**src/rtl/coreSleepPkg.sv**
```systemverilog
package coreSleepPkg;

  typedef enum logic [1:0] {
    PS_NORMAL    = 2'd0,
    PS_STOPGRANT = 2'd1,
    PS_SLEEP     = 2'd2,
    PS_DEEP      = 2'd3
  } pwrState_e;

  // strobes from control to datapath, decoded from the next state
  typedef struct packed {
    logic coreOn;
    logic busOn;
    logic deepOn;
    logic ackPulse;
  } dpStrobe_t;

  localparam int SYNC_W    = 6;
  localparam int IDX_STOP  = 0;
  localparam int IDX_SLEEP = 1;
  localparam int IDX_DEEP  = 2;
  localparam int IDX_PROBE = 3;
  localparam int IDX_BRK   = 4;
  localparam int IDX_FPERR = 5;

endpackage

```
**src/rtl/coreSleepSync.sv**
```systemverilog
module coreSleepSync #(
  parameter int WIDTH  = 6,
  parameter int STAGES = 2
) (
  input  logic             clk,
  input  logic             rstN,
  input  logic [WIDTH-1:0] asyncIn,
  output logic [WIDTH-1:0] syncOut
);
  localparam int LAST = STAGES - 1;

  for (genvar b = 0; b < WIDTH; b++) begin : g_bit
    logic [STAGES-1:0] chain;
    always_ff @(posedge clk or negedge rstN) begin
      if (!rstN) chain <= '0;
      else       chain <= {chain[STAGES-2:0], asyncIn[b]};
    end
    assign syncOut[b] = chain[LAST];
  end

endmodule

```
**src/rtl/coreSleepCtrl.sv**
```systemverilog
module coreSleepCtrl
  import coreSleepPkg::*;
(
  input  logic      clk,
  input  logic      rstN,
  input  logic      stopSync,
  input  logic      sleepSync,
  input  logic      deepSync,
  output dpStrobe_t strobe
);
  pwrState_e state, nextState;

  always_comb begin
    nextState = state;
    unique case (state)
      PS_NORMAL:    if (stopSync) nextState = PS_STOPGRANT;
      PS_STOPGRANT: begin
        if (!stopSync)      nextState = PS_NORMAL;
        else if (sleepSync) nextState = PS_SLEEP;
      end
      PS_SLEEP: begin
        if (!sleepSync)     nextState = PS_STOPGRANT;
        else if (deepSync)  nextState = PS_DEEP;
      end
      PS_DEEP:      if (!deepSync) nextState = PS_SLEEP;
      default:      nextState = PS_NORMAL;
    endcase
  end

  always_ff @(posedge clk or negedge rstN) begin
    if (!rstN) state <= PS_NORMAL;
    else       state <= nextState;
  end

  always_comb begin
    strobe.coreOn   = (nextState == PS_NORMAL);
    strobe.busOn    = (nextState == PS_NORMAL) || (nextState == PS_STOPGRANT);
    strobe.deepOn   = (nextState == PS_DEEP);
    strobe.ackPulse = (state == PS_NORMAL) && (nextState == PS_STOPGRANT);
  end

  // sleep is only ever entered from the halted state
  assert_sleep_from_halt_R3: assert property (@(posedge clk) disable iff (!rstN)
    (state == PS_SLEEP && $past(state) != PS_SLEEP) |-> ($past(state) == PS_STOPGRANT || $past(state) == PS_DEEP));

  // deep sleep is only ever entered from sleep
  assert_deep_from_sleep_R5: assert property (@(posedge clk) disable iff (!rstN)
    (state == PS_DEEP && $past(state) != PS_DEEP) |-> $past(state) == PS_SLEEP);

  // return to running requires stop-clock released
  assert_resume_needs_release_R7: assert property (@(posedge clk) disable iff (!rstN)
    (state == PS_NORMAL && $past(state) == PS_STOPGRANT) |-> !$past(stopSync));

endmodule

```
**src/rtl/coreSleepDatapath.sv**
```systemverilog
module coreSleepDatapath
  import coreSleepPkg::*;
#(
  parameter int CORE_DOMAINS = 4
) (
  input  logic                    clk,
  input  logic                    rstN,
  input  dpStrobe_t               strobe,
  input  logic                    stopSync,
  input  logic                    probeSync,
  input  logic                    brkSync,
  input  logic                    fpErrSync,
  output logic [CORE_DOMAINS-1:0] coreClkEn,
  output logic                    busClkEn,
  output logic                    stopGrantAck,
  output logic                    pwrStatusInd,
  output logic                    fpErrBreakOut
);
  logic breakPend;

  for (genvar d = 0; d < CORE_DOMAINS; d++) begin : g_core
    always_ff @(posedge clk or negedge rstN) begin
      if (!rstN) coreClkEn[d] <= 1'b1;
      else       coreClkEn[d] <= strobe.coreOn;
    end
  end

  always_ff @(posedge clk or negedge rstN) begin
    if (!rstN) begin
      busClkEn     <= 1'b1;
      stopGrantAck <= 1'b0;
      pwrStatusInd <= 1'b0;
    end else begin
      busClkEn     <= strobe.busOn;
      stopGrantAck <= strobe.ackPulse;
      pwrStatusInd <= strobe.deepOn;
    end
  end

  always_ff @(posedge clk or negedge rstN) begin
    if (!rstN)                       breakPend <= 1'b0;
    else if (!stopSync)              breakPend <= 1'b0;
    else if (brkSync || probeSync)   breakPend <= 1'b1;
  end

  assign fpErrBreakOut = stopSync ? breakPend : fpErrSync;

  // acknowledge request never lasts more than one cycle
  assert_ack_single_R2: assert property (@(posedge clk) disable iff (!rstN)
    stopGrantAck |=> !stopGrantAck);

  // core domains are never clocked while the bus domain is stopped
  assert_core_off_without_bus_R4: assert property (@(posedge clk) disable iff (!rstN)
    !busClkEn |-> (coreClkEn == '0));

  // power-status only with all clocks stopped
  assert_psi_clocks_off_R6: assert property (@(posedge clk) disable iff (!rstN)
    pwrStatusInd |-> !busClkEn);

  // pending event holds while stop-clock stays active
  assert_break_hold_R9: assert property (@(posedge clk) disable iff (!rstN)
    (breakPend && stopSync) |=> breakPend);

endmodule

```
**src/rtl/coreSleepSeq.sv**
```systemverilog
module coreSleepSeq
  import coreSleepPkg::*;
#(
  parameter int CORE_DOMAINS = 4,
  parameter int SYNC_STAGES  = 2
) (
  input  logic                    clk,
  input  logic                    rstN,
  input  logic                    stopClkIn,
  input  logic                    sleepIn,
  input  logic                    deepSleepIn,
  input  logic                    probeReqIn,
  input  logic                    breakSrcIn,
  input  logic                    fpErrIn,
  output logic [CORE_DOMAINS-1:0] coreClkEn,
  output logic                    busClkEn,
  output logic                    stopGrantAck,
  output logic                    pwrStatusInd,
  output logic                    fpErrBreakOut
);
  logic [SYNC_W-1:0] rawIn, syncIn;
  dpStrobe_t         strobe;

  always_comb begin
    rawIn            = '0;
    rawIn[IDX_STOP]  = stopClkIn;
    rawIn[IDX_SLEEP] = sleepIn;
    rawIn[IDX_DEEP]  = deepSleepIn;
    rawIn[IDX_PROBE] = probeReqIn;
    rawIn[IDX_BRK]   = breakSrcIn;
    rawIn[IDX_FPERR] = fpErrIn;
  end

  coreSleepSync #(.WIDTH(SYNC_W), .STAGES(SYNC_STAGES)) uSync (
    .clk(clk), .rstN(rstN), .asyncIn(rawIn), .syncOut(syncIn)
  );

  coreSleepCtrl uCtrl (
    .clk(clk), .rstN(rstN),
    .stopSync(syncIn[IDX_STOP]), .sleepSync(syncIn[IDX_SLEEP]),
    .deepSync(syncIn[IDX_DEEP]), .strobe(strobe)
  );

  coreSleepDatapath #(.CORE_DOMAINS(CORE_DOMAINS)) uDp (
    .clk(clk), .rstN(rstN), .strobe(strobe),
    .stopSync(syncIn[IDX_STOP]), .probeSync(syncIn[IDX_PROBE]),
    .brkSync(syncIn[IDX_BRK]), .fpErrSync(syncIn[IDX_FPERR]),
    .coreClkEn(coreClkEn), .busClkEn(busClkEn), .stopGrantAck(stopGrantAck),
    .pwrStatusInd(pwrStatusInd), .fpErrBreakOut(fpErrBreakOut)
  );

endmodule

```
**config.mk**
```make
export PLATFORM = sky130hd
export DESIGN_NAME = coreSleepSeq
export DESIGN_NICKNAME = d
export VERILOG_FILES = /design/src/rtl/coreSleepPkg.sv /design/src/rtl/coreSleepSync.sv /design/src/rtl/coreSleepCtrl.sv /design/src/rtl/coreSleepDatapath.sv /design/src/rtl/coreSleepSeq.sv
export SDC_FILE = /design/constraint.sdc
export NUM_CORES = 1
export LEC_CHECK = 0
export ABC_CLOCK_PERIOD_IN_PS = 1300
export BUFFER_PORTS_ARGS = -buffer_cell sky130_fd_sc_hd__buf_2
export CAP_MARGIN = 10
export CORE_AREA = 2 2 39 41
export CTS_CLUSTER_DIAMETER = 100
export DETAILED_ROUTE_END_ITERATION = 10
export DIE_AREA = 0 0 41 43
export GPL_TIMING_DRIVEN = 0
export PLACE_DENSITY = 0.69
export SETUP_SLACK_MARGIN = 0.02
export SYNTH_ARGS = -nofsm -noshare
export SYNTH_HDL_FRONTEND = slang
export SYNTH_SLANG_ARGS = --single-unit
export TNS_END_PERCENT = 30
```
**constraint.sdc**
```tcl
create_clock -name clk -period 1.3 [get_ports clk]
set_clock_uncertainty 0.2 [all_clocks]
set_input_delay 0.13 -clock clk [delete_from_list [all_inputs] [get_ports clk]]
set_output_delay 0.13 -clock clk [all_outputs]
set_load 0.03 [all_outputs]
```
== Word level (Yosys, flattened, before mapping) ==
Cells that the tools add are included.
Operators by class
  add/sub/neg operators: 0
  multipliers: 0
  $lt $le $gt $ge: 0
  mux-type cells: 10
  equality and inequality tests: 6
  bitwise gates (word level): 0
  shift-type cells: 0
  divide/modulo/power cells: 0
  reductions and logical operators: 5
Operator list (number)
  $mux 2: 6
  $pmux 2 s4: 1
  $eq 2x2->1 const B: 3
  $eq 2x1->1 const B: 2
  $logic_not 2->1: 2
  $mux 1: 3
  $logic_or 1x1->1: 2
  $ne 2x1->1 const B: 1
  $logic_and 1x1->1: 1
Word-level totals
  output and inout port bits: 8
  memories kept: 0
  bits in latches: 0
  bits in writable memories: 0
  register bits after elaboration: 19
  word-level logic and storage cells: 33
  memory bits (read-only): 0
  input port bits: 8

== Longest topological paths before layout ==
Gate-level depths: netlist (run 1).
  depth after elaboration: 5
  mapped depth: 2
  gate-level depth less buffers: 2

== Modules after synthesis ==
A second synthesis (run 1) with hierarchy kept.
Second synthesis, totals
  cells, all modules: 41
  area, all modules: 635.6 um^2
Modules (own cells, without submodules)
  coreSleepSync: cells each 18, area each 345.3 um^2, seq. area each 300.3 um^2, times used 1
  coreSleepDatapath: cells each 10, area each 173.9 um^2, seq. area each 127.6 um^2, times used 1
  coreSleepCtrl: cells each 13, area each 116.4 um^2, seq. area each 50.0 um^2, times used 1

== Least setup slack after synthesis (run 1) ==
Ideal clock, no wire load.
  kind: register to output
  start point: reg, netlist name uDp.coreClkEn[0]
  end point: out coreClkEn[1]
  stages on the path, launching flop included: 2
  setup slack: 161 ps
  required time: 970 ps
  path buffers: 1
  data arrival time: 809 ps
  path through: dfstp_2 buf_4
RTL lines
  end, declared: line coreSleepSeq.sv:15  | output logic [CORE_DOMAINS-1:0] coreClkEn,

== Final worst setup path (run 1) ==
  start point: reg uSync.g_bit[0].chain[1]
  end point: out fpErrBreakOut
Between the ends
  word-level cells in the longest chain between the ends: 1
Ends and longest elaborated chain
  start, declared: line coreSleepSync.sv:13  | logic [STAGES-1:0] chain;
  start signal, assigned: line coreSleepSync.sv:16  | else chain <= {chain[STAGES-2:0], asyncIn[b]};
  $mux 1: line coreSleepDatapath.sv:46  | assign fpErrBreakOut = stopSync ? breakPend : fpErrSync;
  end, declared: line coreSleepSeq.sv:19  | output logic fpErrBreakOut
Every way passes these cells.

==> impl_metrics.csv, run 1 <==
group,metric,value,unit
run_status,outcome,"finished with violations",
run_status,violations,"negative setup slack",
placement,pre_cts_ws,33.1,ps
drt,final_antenna_net_count,0,
worst_setup_path,crit_arrival,1140,ps
clock_tree,cts_root_buf,"clkbuf_4",
grt,grt_use_met2,18.4,%
drt,drt_iter0_drc,3,
power,intPower,1.04,mW
power,max-vdd-ir-drop,1000,µV
sta,hold_viol_final,0,
drt,firstDrtPassIters,2,
clock_tree,clk_latency,280,ps
worst_setup_path,r2r_slack,70,ps
clock_tree,path_clk_slew,100,ps
layout,area_delta_synth_final,40.2,%
min_path,hold_path.class,"primary input to async pin",
power,clock_power_share,18.4,%
synthesis,ys.warnings.count,0,
placement,hpwl,501,µm
grt,use_met1,11.6,%
worst_setup_path,path_delay_family,"flip-flops",
layout,drive_gt1_share,45.9,%
layout,multi_input_area,91.3,µm²
synthesis,synth.top_cells.by_count,"dfrtp_1 (17), buf_4 (3), dfstp_2 (2), nor2_1 (2)",
sta,timing.final.crit_share,113,%
grt,grt_pass1_wl,1260,µm
floorplanning,pin_count,16,
layout,fill_cells,105,
worst_setup_path,crit_required,970,ps
placement,dpl_cell_area,687,µm²
sta,finalMaxSlewViolations,0,
grt,grt.total_usage,11.0,%
floorplanning,die_h,43,µm
power,swShare,31.7,%
worst_setup_path,cpPeakStageDelay,410,ps
worst_setup_path,r2r-start,"uSync.g_bit[0].chain[1]",
sta,hold-worst-slack,90.6,ps
worst_setup_path,cp-start-kind,"register",
grt,antenna_found_initial,0,
sta,min_period,1470,ps
placement,gp_congestion,0.687,
synthesis,syn_area,592,µm²
sta,setup_viol,5,
sta,tns,-521,ps
worst_setup_path,cpMaxStageDelayCell,"dfrtp_1",
floorplanning,coreArea,1380,µm²
layout,fin_cells,77,
power,seqPwrFrac,51.5,%
synthesis,synthArstFlopShare,100,%
worst_setup_path,crit_type,"register to output pin",
layout,fin_nets,70,
synthesis,netlist.area_leader.share,71.9,%
synthesis,ys_top_cells_by_area,"dfrtp_1 (72%), dfstp_2 (8.9%), buf_4 (3.8%), a21boi_2 (1.9%), mux2_2 (1.9%)",
synthesis,ys_types,14,
worst_setup_path,critPathMaxFanout,2,
grt,grt-busiest-layer,"met2",
sta,slew_headroom,74.1,%
drt,route.detailed.drc,0,
synthesis,ys_ff_latch,19,
sta,fmax,0.679,GHz
placement,port_buffers,15,
drt,post_drt_wl_per_cell,10.0,µm
drt,vias,339,
grt,use_met3,4.71,%
power,powerDensity,1840,nW/µm²
placement,post-place-cells,65,
clock_tree,cts_tree,"yes",
sta,rsz0062_at_grt,"true",
power,pwr-share-comb,30.1,%
floorplanning,start_util,42.8,%
grt,grt_max_degree,20,
floorplanning,die_w,41,µm
clock_tree,clockBufferDepth,2,
synthesis,yosysMostFrequentCell,"dfrtp_1",
sta,worst_pin_slew,388,ps
worst_setup_path,critical_path_buf_inv_count,1,
worst_setup_path,r2r_end,"uCtrl.state[1]",
layout,final_area,830,µm²
synthesis,synth_enable_flop_cells,0,
clock_tree,cts-htree-levels,1,
grt,grt_pass1_vias,320,
floorplanning,fp-row-count,14,
layout,ff_latch_area,478,µm²
synthesis,synth_top_area_cell,"dfrtp_1",
grt,grt.overflow.total,0,
power,leakage,0.405,nW
synthesis,ys_seq_area_share,80.8,%
synthesis,ys.flop_type,"dfrtp_1",
drt,routed_wl,773,µm
worst_setup_path,worstSetupEndpointType,"output pin",
flow_run,maxCapViolations,0,
synthesis,synthCells,34,
clock_tree,clock-sinks,19,
clock_tree,numCtsBuffers,3,
drt,viasPerCell,4.40,
power,switchingPower,483,µW
worst_setup_path,rr_worst_depth,3,
worst_setup_path,crit_chain,"mux2_4 > buf_6",
sta,setup_slack,-172,ps
floorplanning,dieArea,1760,µm²
layout,antenna_cells,0,
synthesis,synthesis.nets,42,
synthesis,synth_area_per_cell,17.4,µm²
[state kept, by name (all words and copies together) (netlist names)]
name               count
uDp.pwrStatusInd       1
uCtrl.state            2
uDp.stopGrantAck       1
uDp.busClkEn           1
uSync.g_bit.chain     12
uDp.breakPend          1
uDp.coreClkEn          1
[area by class of cell]
class,count,area share [%]
flip-flops and latches,19,57.6
repair buffers,23,22.5
multi-input cells,11,11.0
clock buffers,3,2.71
plain buffers,3,2.71
well taps,16,2.41
clock inverters,1,0.603
inverters,1,0.452
[through the flow]
stage                     power, mW  util [%]
after floorplan                1.06         -
after global placement         1.16      49.6
after detailed placement       1.17      49.6
after CTS                      1.55      59.9
after global routing           1.62      59.9
final                          1.53      59.9
[power by group through the flow]
| stage | registers [mW] | logic, mW | clock network (mW) |
|---|---|---|---|
| final | 0.785 | 0.459 | 0.281 |
| after global routing | 0.803 | 0.495 | 0.318 |
| after CTS | 0.789 | 0.463 | 0.296 |
| after detailed placement | 0.796 | 0.376 | 0 |
| after global placement | 0.790 | 0.369 | 0 |
| after floorplan | 0.873 | 0.190 | 0 |
[how the worst max path moves through the flow]
stage | depth (start not counted) | from | end | slack (ps)
final | 2 | uSync.g_bit[0].chain[1] | fpErrBreakOut | -170
after global routing | 2 | uSync.g_bit[0].chain[1] | fpErrBreakOut | -210
after CTS | 2 | uSync.g_bit[0].chain[1] | fpErrBreakOut | -190
after detailed placement | 2 | uSync.g_bit[0].chain[1] | fpErrBreakOut | 30
after global placement | 2 | uSync.g_bit[0].chain[1] | fpErrBreakOut | 50
after floorplan | 1 | uDp.coreClkEn[0] | coreClkEn[1] | 160
[cells in the final DEF, fill, tap and decap left out, drive strengths merged]
cell type,count
nor2,2
a21boi,1
a22oi,1
clkbuf,3
dlygate4sd3,7
dfstp,2
nor3b,1
dfrtp,17
o31a,1
mux2,1
o21ai,1
a21o,1
inv,1
o22a,1
buf,19
clkinv,1
a22o,1
[cell families (layout without fill, tap and decap cells)]
logic type,after synthesis,after routing,share of synthesized area (%)
flops,19,19,80.8
compound gates,7,7,10.4
buf+inv,4,31,4.44
simple gates,3,3,2.54
mux,1,1,1.90
[repair_timing]
item / in CTS / in global routing
resized for setup: 12 / 0
endpoints found under the setup margin: 6 / 6
endpoints found under the hold margin: 25 / 0
buffers inserted: 1 / 0
pin swaps: 0 / 0
hold buffers: 7 / 0
[per-layer routing]
metal,part of all wire (%),vias to the layer above
met5,0,-
met4,0,0
met3,6.2,0
met2,53,15
met1,41,158
li1,-,166
No activity file was read; power rests on OpenSTA's default activity.
==> inputs of run 2 (changes only) <==
--- a/config.mk
+++ b/config.mk
@@ -8,12 +8,11 @@
 export ABC_CLOCK_PERIOD_IN_PS = 1300
 export BUFFER_PORTS_ARGS = -buffer_cell sky130_fd_sc_hd__buf_2
 export CAP_MARGIN = 10
-export CORE_AREA = 2 2 39 41
+export CORE_UTILIZATION = 45
 export CTS_CLUSTER_DIAMETER = 100
 export DETAILED_ROUTE_END_ITERATION = 10
-export DIE_AREA = 0 0 41 43
 export GPL_TIMING_DRIVEN = 0
-export PLACE_DENSITY = 0.69
+export PLACE_DENSITY = 0.7
 export SETUP_SLACK_MARGIN = 0.02
 export SYNTH_ARGS = -nofsm -noshare
 export SYNTH_HDL_FRONTEND = slang
==> run 2 against run 1 <==
Effect of this change: sequential power increased by 1%; register-to-register slack worse by 100 ps; the flow still finishes with violations (negative setup slack); critical endpoint unchanged; final area rose by 1.1%; worst setup slack improved by 19 ps; wire length is 6.5% higher.
==> impl_metrics.csv, run 2 (synthesis gave the netlist of run 1 again) <==
group,metric,value,unit
run_status,outcome,"finished with violations",
run_status,violations,"negative setup slack",
worst_setup_path,crit_arrival,1120,ps
drt,drt_iter0_drc,4,
placement,hpwl,517,µm
clock_tree,cts_root_buf,"clkbuf_4",
clock_tree,clock-sinks,19,
layout,utilization,71.6,%
clock_tree,clockBufferDepth,2,
layout,reg_top3,"uSync.g_bit.chain x12, uCtrl.state x2",
clock_tree,clk_latency,270,ps
drt,vias,342,
layout,final_common_cell,"dfrtp_1",
worst_setup_path,cp-start-kind,"register",
grt,grt_pass1_vias,332,
sta,hold_viol_final,0,
floorplanning,die_h,38.3,µm
power,max-vdd-ir-drop,1140,µV
grt,grt-busiest-layer,"met2",
sta,worst_pin_slew,400,ps
layout,layout_common_cells,"dfrtp_1 (17), buf_2 (9), dlygate4sd3_1 (7)",
floorplanning,fp-row-count,12,
sta,finalMaxSlewViolations,0,
worst_setup_path,r2r_slack,-30,ps
sta,setup_viol,7,
layout,largest-register,"uSync.g_bit.chain",
min_path,hold_path.class,"primary input to async pin",
placement,pre_cts_ws,41.5,ps
grt,antenna_found_initial,0,
flow_run,maxCapViolations,0,
sta,min_period,1450,ps
drt,final_antenna_net_count,0,
clock_tree,numCtsBuffers,3,
worst_setup_path,worstSetupEndpointType,"output pin",
layout,largest_reg_flops,12,
clock_tree,cts-htree-levels,1,
worst_setup_path,crit_required,970,ps
grt,grt.total_usage,13.0,%
drt,firstDrtPassIters,2,
floorplanning,start_util,50.5,%
drt,routed_wl,823,µm
layout,drive_gt1_share,46.8,%
power,powerDensity,1830,nW/µm²
sta,setup_slack,-153,ps
grt,use_met1,13.8,%
grt,grt.overflow.total,0,
floorplanning,die_w,38.3,µm
floorplanning,dieArea,1460,µm²
drt,route.detailed.drc,0,
layout,antenna_cells,0,
drt,post_drt_wl_per_cell,10.8,µm
grt,grt_use_met2,22.5,%
floorplanning,coreArea,1170,µm²
power,totalPowerFinal,1.53,mW
sta,timing.final.crit_share,112,%
worst_setup_path,critPathMaxFanout,2,
layout,fin_nets,71,
power,leakage,0.408,nW
sta,slew_headroom,73.3,%
placement,port_buffers,15,
layout,area_delta_synth_final,41.6,%
grt,grt_max_degree,20,
worst_setup_path,crit_type,"register to output pin",
drt,viasPerCell,4.50,
clock_tree,cts_tree,"yes",
sta,fmax,0.688,GHz
floorplanning,pin_count,16,
placement,gp_congestion,0.664,
grt,grt_pass1_wl,1230,µm
grt,use_met3,5.23,%
sta,rsz0062_at_grt,"true",
clock_tree,path_clk_slew,90,ps
layout,fill_cells,74,
## run 2: changes by cell type in the layout (fill, tap and decap cells not counted)
cell,before,now
clkinv_2,1,0
a22oi_2,0,1
buf_4,5,6
clkbuf_1,0,1
a22oi_1,1,0
## run 2: per-layer routing
metal	share of wire [%]	routed length, µm
met4	0	0
met1	42	343
met3	4.5	37
met5	0	0
met2	54	442
## run 2: report_power, final
| part | leakage, nW | switching (mW) | total, mW | internal [mW] |
|---|---|---|---|---|
| combinational | 0.170 | 0.239 | 0.473 | 0.234 |
| clock | 0.0150 | 0.150 | 0.269 | 0.119 |
| sequential | 0.222 | 0.0908 | 0.793 | 0.702 |
## run 2: worst paths after layout
path                                           endpoint  cells after the start                     from
worst max-delay path                      fpErrBreakOut                      2  uSync.g_bit[0].chain[1]
worst min-delay path                   uDp.stopGrantAck                      2                     rstN
worst max register to register           uCtrl.state[1]                      4  uSync.g_bit[0].chain[1]
worst min register to register  uSync.g_bit[0].chain[1]                      0  uSync.g_bit[0].chain[0]
max in group asynchronous              uDp.coreClkEn[0]                      2                     rstN
min in group clk                uSync.g_bit[0].chain[1]                      0  uSync.g_bit[0].chain[0]
## run 2: area by class of cell
| cell class | count | area [µm²] | share of cell area [%] |
|---|---|---|---|
| multi-input combinational | 11 | 96.3 | 11.5 |
| sequential | 19 | 478 | 57.0 |
| inverter | 1 | 3.75 | 0.448 |
| buffer | 3 | 22.5 | 2.69 |
| clock buffer | 4 | 26.3 | 3.13 |
| tap | 14 | 17.5 | 2.09 |
| timing repair buffer | 24 | 194 | 23.1 |
## run 2: worst max-delay path, cell delays in order (launching register included)
cell and delay [ps]:
dfrtp_1 400, mux2_4 310, buf_6 140
## run 2: stage by stage
step	hold slack, ps	TNS (ps)	area, µm²	cells
floorplan	-366	0	592	34
global placement	-139	0	684	63
detailed placement	-123	0	684	63
CTS	105	-505	822	75
global route	125	-759	838	76
finish	101	-496	838	76
## run 2: repair_timing
item | CTS | global route
endpoints found under the setup margin | 6 | 6
buffers inserted | 1 | 1
pin swaps | 0 | 1
gates resized for setup | 11 | 2
cloned | 0 | 0
hold buffers | 7 | 0
hold endpoints to repair | 25 | 0
==> inputs of run 3 (changes only) <==
--- a/config.mk
+++ b/config.mk
@@ -5,13 +5,13 @@
 export SDC_FILE = /design/constraint.sdc
 export NUM_CORES = 1
 export LEC_CHECK = 0
+export ABC_AREA = 1
 export ABC_CLOCK_PERIOD_IN_PS = 1300
 export BUFFER_PORTS_ARGS = -buffer_cell sky130_fd_sc_hd__buf_2
-export CAP_MARGIN = 10
+export CAP_MARGIN = 20
 export CORE_UTILIZATION = 45
 export CTS_CLUSTER_DIAMETER = 100
 export DETAILED_ROUTE_END_ITERATION = 10
-export GPL_TIMING_DRIVEN = 0
 export PLACE_DENSITY = 0.7
 export SETUP_SLACK_MARGIN = 0.02
 export SYNTH_ARGS = -nofsm -noshare
==> run 3 against run 2 <==
Effect of this change: the run still ends with negative setup slack left; power is 4.3% higher; final area is 2.8% lower; critical path depth is 2 higher; highest routed layer is now met4.
==> impl_metrics.csv, run 3 <==
group,metric,value,unit
run_status,outcome,"finished with violations",
run_status,violations,"negative setup slack",
synthesis,ys.flop_type,"dfrtp_1",
layout,antenna_cells,0,
sta,setup_viol,5,
min_path,hold_path.class,"primary input to async pin",
layout,reg_top3,"uSync.g_bit.chain x12, uCtrl.state x2",
synthesis,synthesis.nets,51,
clock_tree,clk_latency,290,ps
synthesis,netlist.area_leader.share,71.1,%
grt,antenna_found_initial,0,
synthesis,ys_seq_area_share,79.9,%
layout,final_common_cell,"dfrtp_1",
synthesis,synth.top_cells.by_count,"dfrtp_1 (17), inv_1 (6), nand2_1 (4)",
worst_setup_path,r2r_slack,90,ps
sta,tns,-248,ps
power,max-vdd-ir-drop,868,µV
grt,grt_pass1_wl,1440,µm
sta,slew_headroom,73.4,%
grt,grt.total_usage,15.8,%
grt,grt_pass1_vias,380,
synthesis,ys_ff_latch,19,
layout,final_area,815,µm²
clock_tree,path_clk_slew,100,ps
layout,utilization,69.6,%
floorplanning,coreArea,1170,µm²
sta,finalMaxSlewViolations,0,
worst_setup_path,crit_arrival,1060,ps
placement,hpwl,466,µm
grt,grt_max_degree,20,
layout,largest-register,"uSync.g_bit.chain",
synthesis,ys_top_cells_by_area,"dfrtp_1 (71%), dfstp_2 (8.8%), buf_4 (3.8%), inv_1 (3.8%), nand2_1 (2.5%)",
synthesis,synth_top_area_cell,"dfrtp_1",
drt,drt_iter0_drc,1,
clock_tree,cts_root_buf,"clkbuf_4",
layout,layout_common_cells,"dfrtp_1 (17), buf_2 (9), buf_4 (9)",
drt,route.detailed.drc,0,
clock_tree,cts-htree-levels,1,
floorplanning,fp-row-count,12,
sta,fmax,0.722,GHz
floorplanning,dieArea,1480,µm²
synthesis,ys.warnings.count,0,
synthesis,synth_enable_flop_cells,0,
clock_tree,numCtsBuffers,3,
clock_tree,cts_tree,"yes",
sta,timing.final.crit_share,107,%
synthesis,synth_area_per_cell,13.9,µm²
clock_tree,clockBufferDepth,2,
sta,worst_pin_slew,399,ps
synthesis,synthCells,43,
drt,firstDrtPassIters,3,
sta,setup_slack,-85.5,ps
drt,routed_wl,859,µm
placement,gp_congestion,0.675,
floorplanning,die_w,38.5,µm
synthesis,synthArstFlopShare,100,%
layout,largest_reg_flops,12,
drt,vias,390,
worst_setup_path,crit_type,"register to output pin",
power,leakage,0.417,nW
placement,pre_cts_ws,170,ps
grt,grt.overflow.total,0,
flow_run,maxCapViolations,0,
layout,fin_nets,79,
power,powerDensity,1960,nW/µm²
floorplanning,pin_count,16,
layout,fill_cells,88,
synthesis,syn_area,598,µm²
floorplanning,die_h,38.5,µm
drt,post_drt_wl_per_cell,10.2,µm
layout,area_delta_synth_final,36.2,%
sta,rsz0062_at_grt,"true",
drt,viasPerCell,4.64,
sta,min_period,1390,ps
worst_setup_path,critPathMaxFanout,4,
placement,dpl_cell_area,668,µm²
synthesis,ys_types,14,
worst_setup_path,cp-start-kind,"register",
placement,port_buffers,15,
drt,final_antenna_net_count,0,
worst_setup_path,crit_required,970,ps
sta,hold_viol_final,0,
synthesis,yosysMostFrequentCell,"dfrtp_1",
worst_setup_path,worstSetupEndpointType,"output pin",
clock_tree,clock-sinks,19,
floorplanning,start_util,51.1,%
layout,drive_gt1_share,40.0,%
==> run 3: cell types whose count changed in the layout (fill, tap and decap cells not counted), moves of 2 or more <==
cell and change:
o21ai_1 +2, nand2_1 +4, inv_1 +4, buf_6 -4, nand3_1 +2, buf_4 +3
==> run 3: power by group <==
part	leakage, nW	total [mW]	internal (mW)	switching [mW]
combinational	0.175	0.523	0.198	0.325
sequential	0.224	0.788	0.714	0.0747
clock	0.0177	0.288	0.115	0.174
total	0.417	1.60	1.03	0.574
==> run 3: cell families after synthesis <==
group,count (synthesis),synth area share (%)
flops,19,79.9
compound gates,5,5.23
simple gates,10,7.32
buf+inv,9,7.53
==> run 3: path summary, 6_finish.rpt <==
path                            cells after the start                       to                    start
worst max-delay path                                4            fpErrBreakOut  uSync.g_bit[0].chain[1]
max in group asynchronous                           2         uDp.coreClkEn[0]                     rstN
worst min register to register                      0  uSync.g_bit[2].chain[1]  uSync.g_bit[2].chain[0]
min in group clk                                    0  uSync.g_bit[2].chain[1]  uSync.g_bit[2].chain[0]
worst max register to register                      5         uDp.coreClkEn[0]  uSync.g_bit[0].chain[1]
worst min-delay path                                2           uCtrl.state[1]                     rstN
==> run 3: cell type report <==
type | count | area, µm² | share of cell area (%)
clock buffer | 3 | 22.5 | 2.76
timing repair buffer | 26 | 194 | 23.8
inverter | 6 | 22.5 | 2.76
sequential | 19 | 478 | 58.7
multi-input combinational | 15 | 75.1 | 9.22
tap | 14 | 17.5 | 2.15
clock inverter | 1 | 5.00 | 0.614
==> run 3: critical path, stage by stage, from the launching register on <==
cell and delay [ps]:
dfrtp_1 400, inv_2 80, nand2_1 50, o21ai_1 60
buf_4 170
==> run 3: per-layer routing <==
layer / track usage (%) / vias to the layer above / wire (µm)
li1: - / 186 / -
met1: 14.2 / 181 / 337
met2: 28.0 / 18 / 446
met3: 5.23 / 5 / 44
met4: 12.9 / 0 / 30
met5: 0 / - / 0
==> run 3: what timing repair did <==
item	CTS	global route
setup endpoints to repair	6	6
hold buffers	7	0
resized for setup	8	0
setup buffers	2	2
endpoints found under the hold margin	25	0
==> run 3: stage by stage <==
| stage | total power [mW] | hold slack (ps) | std cells |
|---|---|---|---|
| 4_1_cts | 1.60 | 80.8 | 82 |
| 6_report | 1.60 | 77.3 | 84 |
| 3_5_place_dp | 1.23 | -124 | 69 |
| 5_1_grt | 1.69 | 111 | 84 |
| 2_1_floorplan | 1.16 | -366 | 43 |
| 3_3_place_gp | 1.23 | -128 | 69 |
